<file path="src/rtl/irq_seq_pkg.sv">
package irq_seq_pkg;
  typedef enum logic [1:0] {
    ST_IDLE  = 2'd0,
    ST_WAKE  = 2'd1,
    ST_ENTRY = 2'd2,
    ST_RET   = 2'd3
  } seq_st_e;
endpackage

</file>
<file path="src/rtl/irq_seq_pend.sv">
module irq_seq_pend #(
  parameter int NUM_IRQ = 4,
  parameter int IDX_W   = 2
) (
  input  logic               clk_i,
  input  logic               rst_ni,
  input  logic [NUM_IRQ-1:0] req_i,
  input  logic               clr_i,
  input  logic [IDX_W-1:0]   clr_idx_i,
  output logic [NUM_IRQ-1:0] pend_o,
  output logic               any_o,
  output logic [IDX_W-1:0]   win_o
);
  logic [NUM_IRQ-1:0] pend_q;

  for (genvar g = 0; g < NUM_IRQ; g++) begin : g_flag
    always_ff @(posedge clk_i or negedge rst_ni) begin
      if (!rst_ni)                                      pend_q[g] <= 1'b0;
      else if (req_i[g])                                pend_q[g] <= 1'b1; // new request beats clear
      else if (clr_i && (clr_idx_i == IDX_W'(g)))       pend_q[g] <= 1'b0;
    end
  end

  // lowest index wins: scan downward so the last hit is the smallest
  always_comb begin
    win_o = '0;
    for (int i = NUM_IRQ - 1; i >= 0; i--) begin
      if (pend_q[i]) win_o = IDX_W'(i);
    end
  end

  assign any_o  = |pend_q;
  assign pend_o = pend_q;
endmodule

</file>
<file path="src/rtl/irq_seq_fsm.sv">
module irq_seq_fsm
  import irq_seq_pkg::*;
#(
  parameter int ENTRY_CYC = 4,
  parameter int WAKE_CYC  = 4,
  parameter int RET_CYC   = 4,
  parameter int CNT_W     = 3
) (
  input  logic             clk_i,
  input  logic             rst_ni,
  input  logic             start_entry_i,
  input  logic             start_wake_i,
  input  logic             start_ret_i,
  output seq_st_e          st_o,
  output logic [CNT_W-1:0] cnt_o
);
  seq_st_e          st_q;
  logic [CNT_W-1:0] cnt_q;
  logic             last;

  always_comb begin
    unique case (st_q)
      ST_WAKE:  last = (cnt_q == CNT_W'(WAKE_CYC - 1));
      ST_ENTRY: last = (cnt_q == CNT_W'(ENTRY_CYC - 1));
      ST_RET:   last = (cnt_q == CNT_W'(RET_CYC - 1));
      default:  last = 1'b0;
    endcase
  end

  always_ff @(posedge clk_i or negedge rst_ni) begin
    if (!rst_ni) begin
      st_q  <= ST_IDLE;
      cnt_q <= '0;
    end else if (st_q == ST_IDLE) begin
      cnt_q <= '0;
      if (start_ret_i)        st_q <= ST_RET;
      else if (start_wake_i)  st_q <= ST_WAKE;
      else if (start_entry_i) st_q <= ST_ENTRY;
    end else if (last) begin
      cnt_q <= '0;
      st_q  <= (st_q == ST_WAKE) ? ST_ENTRY : ST_IDLE;
    end else begin
      cnt_q <= cnt_q + 1'b1;
    end
  end

  assign st_o  = st_q;
  assign cnt_o = cnt_q;
endmodule

</file>
<file path="src/rtl/irq_seq.sv">
module irq_seq
  import irq_seq_pkg::*;
#(
  parameter int          NUM_IRQ   = 4,
  parameter int          PC_W      = 16,
  parameter logic [15:0] VEC_BASE  = 16'h0004,
  parameter int          ENTRY_CYC = 4,
  parameter int          WAKE_CYC  = 4,
  parameter int          RET_CYC   = 4
) (
  input  logic               clk_i,
  input  logic               rst_ni,
  input  logic [NUM_IRQ-1:0] irq_req_i,
  input  logic               gie_i,
  input  logic               ei_i,
  input  logic               boundary_i,
  input  logic               sleep_i,
  input  logic               reti_i,
  output logic               busy_o,
  output logic               stk_wr_o,
  output logic               stk_rd_o,
  output logic               stk_hi_o,
  output logic               sp_dec_o,
  output logic               sp_inc_o,
  output logic               vec_ld_o,
  output logic [PC_W-1:0]    vec_addr_o,
  output logic               gie_clr_o,
  output logic               gie_set_o,
  output logic [NUM_IRQ-1:0] pend_o
);
  localparam int IDX_W   = (NUM_IRQ > 1) ? $clog2(NUM_IRQ) : 1;
  localparam int MAX_CYC = (ENTRY_CYC > WAKE_CYC) ?
                           ((ENTRY_CYC > RET_CYC) ? ENTRY_CYC : RET_CYC) :
                           ((WAKE_CYC > RET_CYC) ? WAKE_CYC : RET_CYC);
  localparam int CNT_W   = $clog2(MAX_CYC + 1);

  seq_st_e          st;
  logic [CNT_W-1:0] cnt;
  logic             any_pend, idle, ret_go, take;
  logic [IDX_W-1:0] win, sel_q;

  assign idle   = (st == ST_IDLE);
  assign ret_go = idle && boundary_i && reti_i;
  assign take   = idle && !ret_go && any_pend && gie_i &&
                  (sleep_i || (boundary_i && !ei_i));

  always_ff @(posedge clk_i or negedge rst_ni) begin
    if (!rst_ni)   sel_q <= '0;
    else if (take) sel_q <= win;
  end

  irq_seq_pend #(.NUM_IRQ(NUM_IRQ), .IDX_W(IDX_W)) u_pend (
    .clk_i     (clk_i),
    .rst_ni    (rst_ni),
    .req_i     (irq_req_i),
    .clr_i     (vec_ld_o),
    .clr_idx_i (sel_q),
    .pend_o    (pend_o),
    .any_o     (any_pend),
    .win_o     (win)
  );

  irq_seq_fsm #(
    .ENTRY_CYC(ENTRY_CYC), .WAKE_CYC(WAKE_CYC), .RET_CYC(RET_CYC), .CNT_W(CNT_W)
  ) u_fsm (
    .clk_i         (clk_i),
    .rst_ni        (rst_ni),
    .start_entry_i (take && !sleep_i),
    .start_wake_i  (take && sleep_i),
    .start_ret_i   (ret_go),
    .st_o          (st),
    .cnt_o         (cnt)
  );

  always_comb begin
    stk_wr_o  = 1'b0;
    stk_rd_o  = 1'b0;
    stk_hi_o  = 1'b0;
    sp_dec_o  = 1'b0;
    sp_inc_o  = 1'b0;
    vec_ld_o  = 1'b0;
    gie_clr_o = 1'b0;
    gie_set_o = 1'b0;
    if (st == ST_ENTRY) begin
      if (cnt == CNT_W'(0)) begin
        stk_wr_o = 1'b1;
        sp_dec_o = 1'b1;
      end
      if (cnt == CNT_W'(1)) begin
        stk_wr_o  = 1'b1;
        sp_dec_o  = 1'b1;
        stk_hi_o  = 1'b1;
        gie_clr_o = 1'b1;
      end
      if (cnt == CNT_W'(ENTRY_CYC - 1)) vec_ld_o = 1'b1;
    end else if (st == ST_RET) begin
      if (cnt == CNT_W'(0)) begin
        stk_rd_o = 1'b1;
        sp_inc_o = 1'b1;
        stk_hi_o = 1'b1;
      end
      if (cnt == CNT_W'(1)) begin
        stk_rd_o = 1'b1;
        sp_inc_o = 1'b1;
      end
      if (cnt == CNT_W'(RET_CYC - 1)) gie_set_o = 1'b1;
    end
  end

  assign busy_o     = !idle;
  assign vec_addr_o = PC_W'(VEC_BASE) + (PC_W'(sel_q) << 1);
endmodule

</file>
<file path="config.mk">
export PLATFORM = sky130hd
export DESIGN_NAME = irq_seq
export DESIGN_NICKNAME = d
export VERILOG_FILES = /design/src/rtl/irq_seq_pkg.sv /design/src/rtl/irq_seq_pend.sv /design/src/rtl/irq_seq_fsm.sv /design/src/rtl/irq_seq.sv
export SDC_FILE = /design/constraint.sdc
export NUM_CORES = 1
export LEC_CHECK = 0
export CAP_MARGIN = 40
export CORE_UTILIZATION = 38
export CTS_CLUSTER_SIZE = 8
export DETAILED_ROUTE_END_ITERATION = 8
export HOLD_SLACK_MARGIN = 0.05
export PLACE_DENSITY = 0.79
export SLEW_MARGIN = 30
export SYNTH_ARGS = -nofsm -noshare
export SYNTH_HDL_FRONTEND = slang
export SYNTH_HIERARCHICAL = 1
export SYNTH_SLANG_ARGS = --single-unit
</file>
<file path="constraint.sdc">
create_clock -name clk_i -period 1.9 [get_ports clk_i]
set_clock_uncertainty 0.15 [all_clocks]
set_input_delay 0.285 -clock clk_i [delete_from_list [all_inputs] [get_ports clk_i]]
set_output_delay 0.285 -clock clk_i [all_outputs]
set_load 0.05 [all_outputs]
</file>
==> out/metrics.yaml, run 1 <==
final_layout_size_suffix_gt1_share_pct: 28.83
setup_viol: 0
slew_violations: 0
grt_pass1_wl_mm: 2.339
reg2reg_slack_ps: 200
critPathKind: "reg2out"
drt-pass1-iter-count: 4
vias: 615
regArea_um2: 277.8
rr_worst_depth: 8
core_area_um2: 1764
n_antenna_cell: 0
clock_sinks: 11
ys_warn_count: 6
grt.overflow.total: 0
critical_path.max_fanout: 5
multi_input_area_um2: 386.6
viasPerCell: 4.522
ir_drop_v: 0.0005940
total_power_mw: 1.617
placed_cells: 132
ctsLongestPathBuffers: 2
fill_cells: 153
whs_ps: 203.3
wl_per_cell_um: 10.61
gp_congestion: 0.7273
r2r-end: "u_fsm/st_o[1]"
hold_violations: 0
yosysMostFrequentCell: "nor2_1"
drv_cap: 0
cp.required_ps: 1460
end_kind: "output port"
path_clk_slew_ps: 80
syn_area_um2: 737.0
cts_hold_repair.buffers: 0
final_antenna_net_count: 0
initialDrtViolationCount: 8
finalSetupTns_ps: 0
finalNonFillerCells: 136
fin_crit_ps: 1818
worstPathArrival_ps: 1380
ys_types: 26
place_hpwl_mm: 1.187
h-tree-depth: 1
grt_usage_pct: 15.79
die_w_um: 46.04
drc: 0
maxSlewHeadroom_pct: 64.78
routed_wl_mm: 1.443
worstMarginPinSlew_ps: 526.6
antenna_found_initial: 0
clkLatencyLatePin_ps: 270
initial_core_util_pct: 41.77
synth_edf_count: 0
synth_top_area_share_pct: 37.35
yosysSeqAreaShare_pct: 37.35
cts_buffers: 3
io_pins: 40
fin_util_pct: 61.13
syn_avg_cell_area_um2: 8.773
fin_nets: 124
synth_top_cell_by_area: "dfrtp_1"
crit-reg2reg-launch: "u_pend/pend_o[1]"
num_rows: 15
cp-start-kind: "flop"
synth_top_flop_cell: "dfrtp_1"
grt_max_degree: 12
cts_tree: "done"
die_area_um2: 2120
cts-root-buf: "clkbuf_4"
port_buffers: 26
ys_async_sr_fraction_pct: 100.0
grt_pass1_vias: 565
syn_to_final_growth_pct: 46.35
p_leak_nw: 0.4666
syn_inst: 84
run_status: "complete, no violations"
fmax_ghz: 0.5499
post-route-period-util_pct: 95.71
die_h_um: 46.04
ys_ff_latch: 11
synth_area_leaders: "dfrtp_1 37%, buf_4 15%, nor2_1 9.2%"
p_per_area_nw_per_um2: 1499
synth_common_cells: "18 x nor2_1, 15 x buf_4, 11 x dfrtp_1, 6 x inv_1, 5 x nand2_1"
min_path_type: "in2async"
-- critical path: stages, from the launching register on --
cell	delay, ps
dfrtp_1	410
nand4b_1	240
nor2_2	280
buf_12	180
-- worst max-delay path by stage --
| stage | start | endpoint | slack, ps | cells after the start |
|---|---|---|---|---|
| after floorplan | u_fsm/st_o[0] | stk_rd_o | 20 | 3 |
| after global placement | gie_i | u_fsm/st_o[1] | 100 | 7 |
| after detailed placement | gie_i | u_fsm/st_o[1] | 5 | 7 |
| after CTS | u_fsm/st_o[1] | gie_clr_o | 0.8 | 3 |
| after global routing | u_fsm/cnt_o[2] | vec_ld_o | -2 | 3 |
| final | u_fsm/cnt_o[2] | vec_ld_o | 80 | 3 |
-- cells in the final DEF, fill, tap and decap left out, types with 2 or more instances in the layout --
cell type	count
inv_1	6
nand3_1	2
dfrtp_2	2
mux2_1	2
nor3b_1	2
dfrtp_1	9
a21o_1	3
nor2_2	3
buf_12	9
conb_1	13
nor2_1	15
buf_4	7
nand2_1	4
clkdlybuf4s50_1	10
nand2b_1	2
clkbuf_4	3
o21ai_0	2
-- layout make-up --
cell class                      instances  area share (%)
Clock inverter                          1          0.4640
Timing Repair Buffer                   26           30.86
Inverter                                6           2.088
Sequential cell                        11           25.75
Clock buffer                            3           2.088
Tap cell                               25           2.900
Multi-Input combinational cell         64           35.85
-- kinds of logic after synthesis --
kind of cell | Yosys count | share of synthesized area [%]
flops | 11 | 37.35
xor+xnor | 1 | 1.189
mux | 2 | 3.056
simple gates | 38 | 27.84
buf+inv | 21 | 18.34
compound gates | 9 | 10.02
other cells | 1 | 0.5088
fa+ha+maj | 1 | 1.698
-- what timing repair did --
action                                  4_1_cts  5_1_grt
buffers inserted                              0        0
endpoints found under the setup margin        0        7
resized for setup                             0        3
-- metrics by stage --
stage          setup slack (ps)  area [um2]
2_1_floorplan             18.19       794.5
3_3_place_gp              98.04        1046
3_5_place_dp              5.433        1046
4_1_cts                  0.7991        1074
5_1_grt                  -1.995        1079
6_report                  81.60        1079
-- metal layers --
layer	up-vias	GRT usage, %	share of wire (%)
li1	302	-	-
met1	282	17.32	40
met2	29	28.45	53
met3	2	3.571	6.2
met4	0	7.059	0.28
met5	-	0	0
-- where the power goes --
group	total, mW	internal, mW	switching (mW)
Clock	0.163	0.0778	0.0857
Sequential	0.398	0.289	0.109
Combinational	1.06	0.449	0.607
Total	1.62	0.816	0.801
-- flip-flops by register name (all words and copies together) (netlist names) --
name / flops
u_fsm/st_o: 2
u_fsm/cnt_o: 3
sel_q: 2
u_pend/pend_o: 4
No activity file was read; power rests on OpenSTA's default activity.
==> run 2, diff against run 1 <==
--- a/config.mk
+++ b/config.mk
@@ -9,10 +9,9 @@
 export CORE_UTILIZATION = 38
 export CTS_CLUSTER_SIZE = 8
 export DETAILED_ROUTE_END_ITERATION = 8
-export HOLD_SLACK_MARGIN = 0.05
-export PLACE_DENSITY = 0.79
+export HOLD_SLACK_MARGIN = 0.15
+export PLACE_DENSITY = 0.78
 export SLEW_MARGIN = 30
 export SYNTH_ARGS = -nofsm -noshare
 export SYNTH_HDL_FRONTEND = slang
-export SYNTH_HIERARCHICAL = 1
 export SYNTH_SLANG_ARGS = --single-unit
==> out/metrics.yaml, run 2 <==
h-tree-depth: 1
core_area_um2: 1783
clkLatencyLatePin_ps: 260
antenna_found_initial: 0
drv_cap: 0
syn_to_final_growth_pct: 54.81
fill_cells: 150
initial_core_util_pct: 41.61
max_stage_delay_ps: 410
ys_warn_count: 0
path_clk_slew_ps: 70
run_status: "complete, no violations"
grt_max_degree: 12
cts_hold_repair.buffers: 0
io_pins: 40
syn_avg_cell_area_um2: 9.763
synth_area_leaders: "dfrtp_1 37%, buf_4 15%, ha_1 5.1%"
end_kind: "output port"
crit_start: "u_fsm.cnt_o[2]"
p_leak_nw: 0.5022
ir_drop_v: 0.0009686
synth_top_flop_cell: "dfrtp_1"
viasPerCell: 4.821
total_power_mw: 1.949
slowest_stage: "dfrtp_1"
finalSetupTns_ps: 0
final_antenna_net_count: 0
wl_per_cell_um: 11.59
critical_path.max_fanout: 4
critPathTopFamily: "simple AND/OR/NAND/NOR gates"
fin_crit_ps: 1844
place_hpwl_mm: 1.265
cts-root-buf: "clkbuf_4"
synth_top_cell_by_area: "dfrtp_1"
die_w_um: 46.19
crit-reg2reg-launch: "u_pend.pend_o[1]"
yosysSeqAreaShare_pct: 37.10
synth_top_area_share_pct: 37.10
n_antenna_cell: 0
maxSlewHeadroom_pct: 66.06
final_cell_mix: "13 x conb_1, 13 x buf_4, 10 x clkdlybuf4s50_1"
rsz0062_at_grt: "yes"
critPathBufInv: 1
drt-pass1-iter-count: 4
critPathKind: "reg2out"
largest_reg_flops: 4
yosysMostFrequentCell: "buf_4"
drc: 0
ctsLongestPathBuffers: 2
worstPathCellList: "or2b_4 > nor3_4 > buf_12"
ys_types: 30
num_rows: 15
grt_pass1_vias: 584
post-route-period-util_pct: 97.06
fin_nets: 124
port_buffers: 26
setup_viol: 0
final_layout_size_suffix_gt1_share_pct: 35.78
synth_common_cells: "15 x buf_4, 11 x dfrtp_1, 6 x inv_1, 4 x nor3_1"
grt_pass1_wl_mm: 2.546
grt_usage_pct: 16.67
gp_congestion: 0.7752
die_area_um2: 2133
p_per_area_nw_per_um2: 1696
synth_edf_count: 0
cp.required_ps: 1460
slew_violations: 0
hold_violations: 0
vias: 646
ys_ff_latch: 11
cp-start-kind: "flop"
syn_inst: 76
fmax_ghz: 0.5422
syn_area_um2: 742.0
min_path_type: "in2async"
worstPathArrival_ps: 1410
routed_wl_mm: 1.553
die_h_um: 46.19
ys_async_sr_fraction_pct: 100.0
clock_sinks: 11
cts_buffers: 3
cts_tree: "done"
grt.overflow.total: 0
worstMarginPinSlew_ps: 507.5
initialDrtViolationCount: 9
-- run 2: cell count changes in the layout (fill, tap and decap cells not counted), sizes merged, moves of 2 or more --
cell	change
buf	+6
ha	+2
nand2	-2
nand2b	-3
nor2	-16
nor3	+3
o211ai	+2
or2b	+2
-- run 2: kinds of logic (layout without fill, tap and decap cells) --
logic type	count (synthesis)	in the layout	share of synthesized area (%)
other cells	1	13	0.5054
mux	1	1	2.023
compound gates	17	17	19.06
fa+ha+maj	3	3	5.060
simple gates	22	22	18.04
buf+inv	21	42	18.21
flops	11	11	37.10
-- run 2: what timing repair did --
| item | CTS | global route |
|---|---|---|
| cloned | 0 | 0 |
| resized for setup | 1 | 3 |
| setup buffers | 0 | 5 |
| pin swaps | 1 | 1 |
| endpoints found under the setup margin | 3 | 7 |
-- run 2: metal layers --
layer  wire length [um]  vias up  share of wire [%]  GRT usage (%)
met1                624      313                 40          19.52
met4                  7        0               0.45          5.294
met5                  0        -                  0              0
li1                   -      302                  -              -
met2                846       29                 54          29.86
met3                 75        2                4.8          3.529
-- run 2: report_power, final --
group	total [mW]	internal (mW)	switching, mW
registers	0.400	0.304	0.0957
clock network	0.153	0.0809	0.0724
logic	1.40	0.610	0.786
-- run 2: worst paths after layout --
path / slack, ps / to / depth (start not counted)
setup / recovery: 60 / stk_rd_o / 3
hold / removal: 210 / sel_q[1] / 1
setup reg to reg: 330 / sel_q[0] / 3
hold reg to reg: 420 / u_pend.pend_o[1] / 1
max in group asynchronous: 1010 / u_fsm.cnt_o[1] / 1
min in group clk_i: 420 / u_pend.pend_o[1] / 1
-- run 2: worst register-to-register path, cell delays in order, from the launching register on --
cell and delay (ps):
dfrtp_1 420, o41a_1 490, o211ai_2 100, mux2_4 310
-- run 2: area by class of cell --
type | instances | area, um2 | share of cell area [%]
clock buffers | 4 | 26.28 | 2.288
multi-input cells | 56 | 411.6 | 35.84
well taps | 25 | 31.28 | 2.723
inverters | 6 | 22.52 | 1.961
repair buffers | 32 | 377.9 | 32.90
flip-flops and latches | 11 | 279.0 | 24.29
-- run 2: through the flow --
stage | hold WS, ps | util [%] | cell area, um2 | std cells | worst slack [ps]
2_1_floorplan | -160.6 | - | 822.0 | 88 | 11.84
3_3_place_gp | 336.7 | 60.42 | 1077 | 125 | 135.4
3_5_place_dp | 345.3 | 60.42 | 1077 | 125 | 92.56
4_1_cts | 218.7 | 61.96 | 1105 | 129 | 1.472
5_1_grt | 229.3 | 64.42 | 1149 | 134 | -20.85
6_report | 208.4 | 64.42 | 1149 | 134 | 55.82
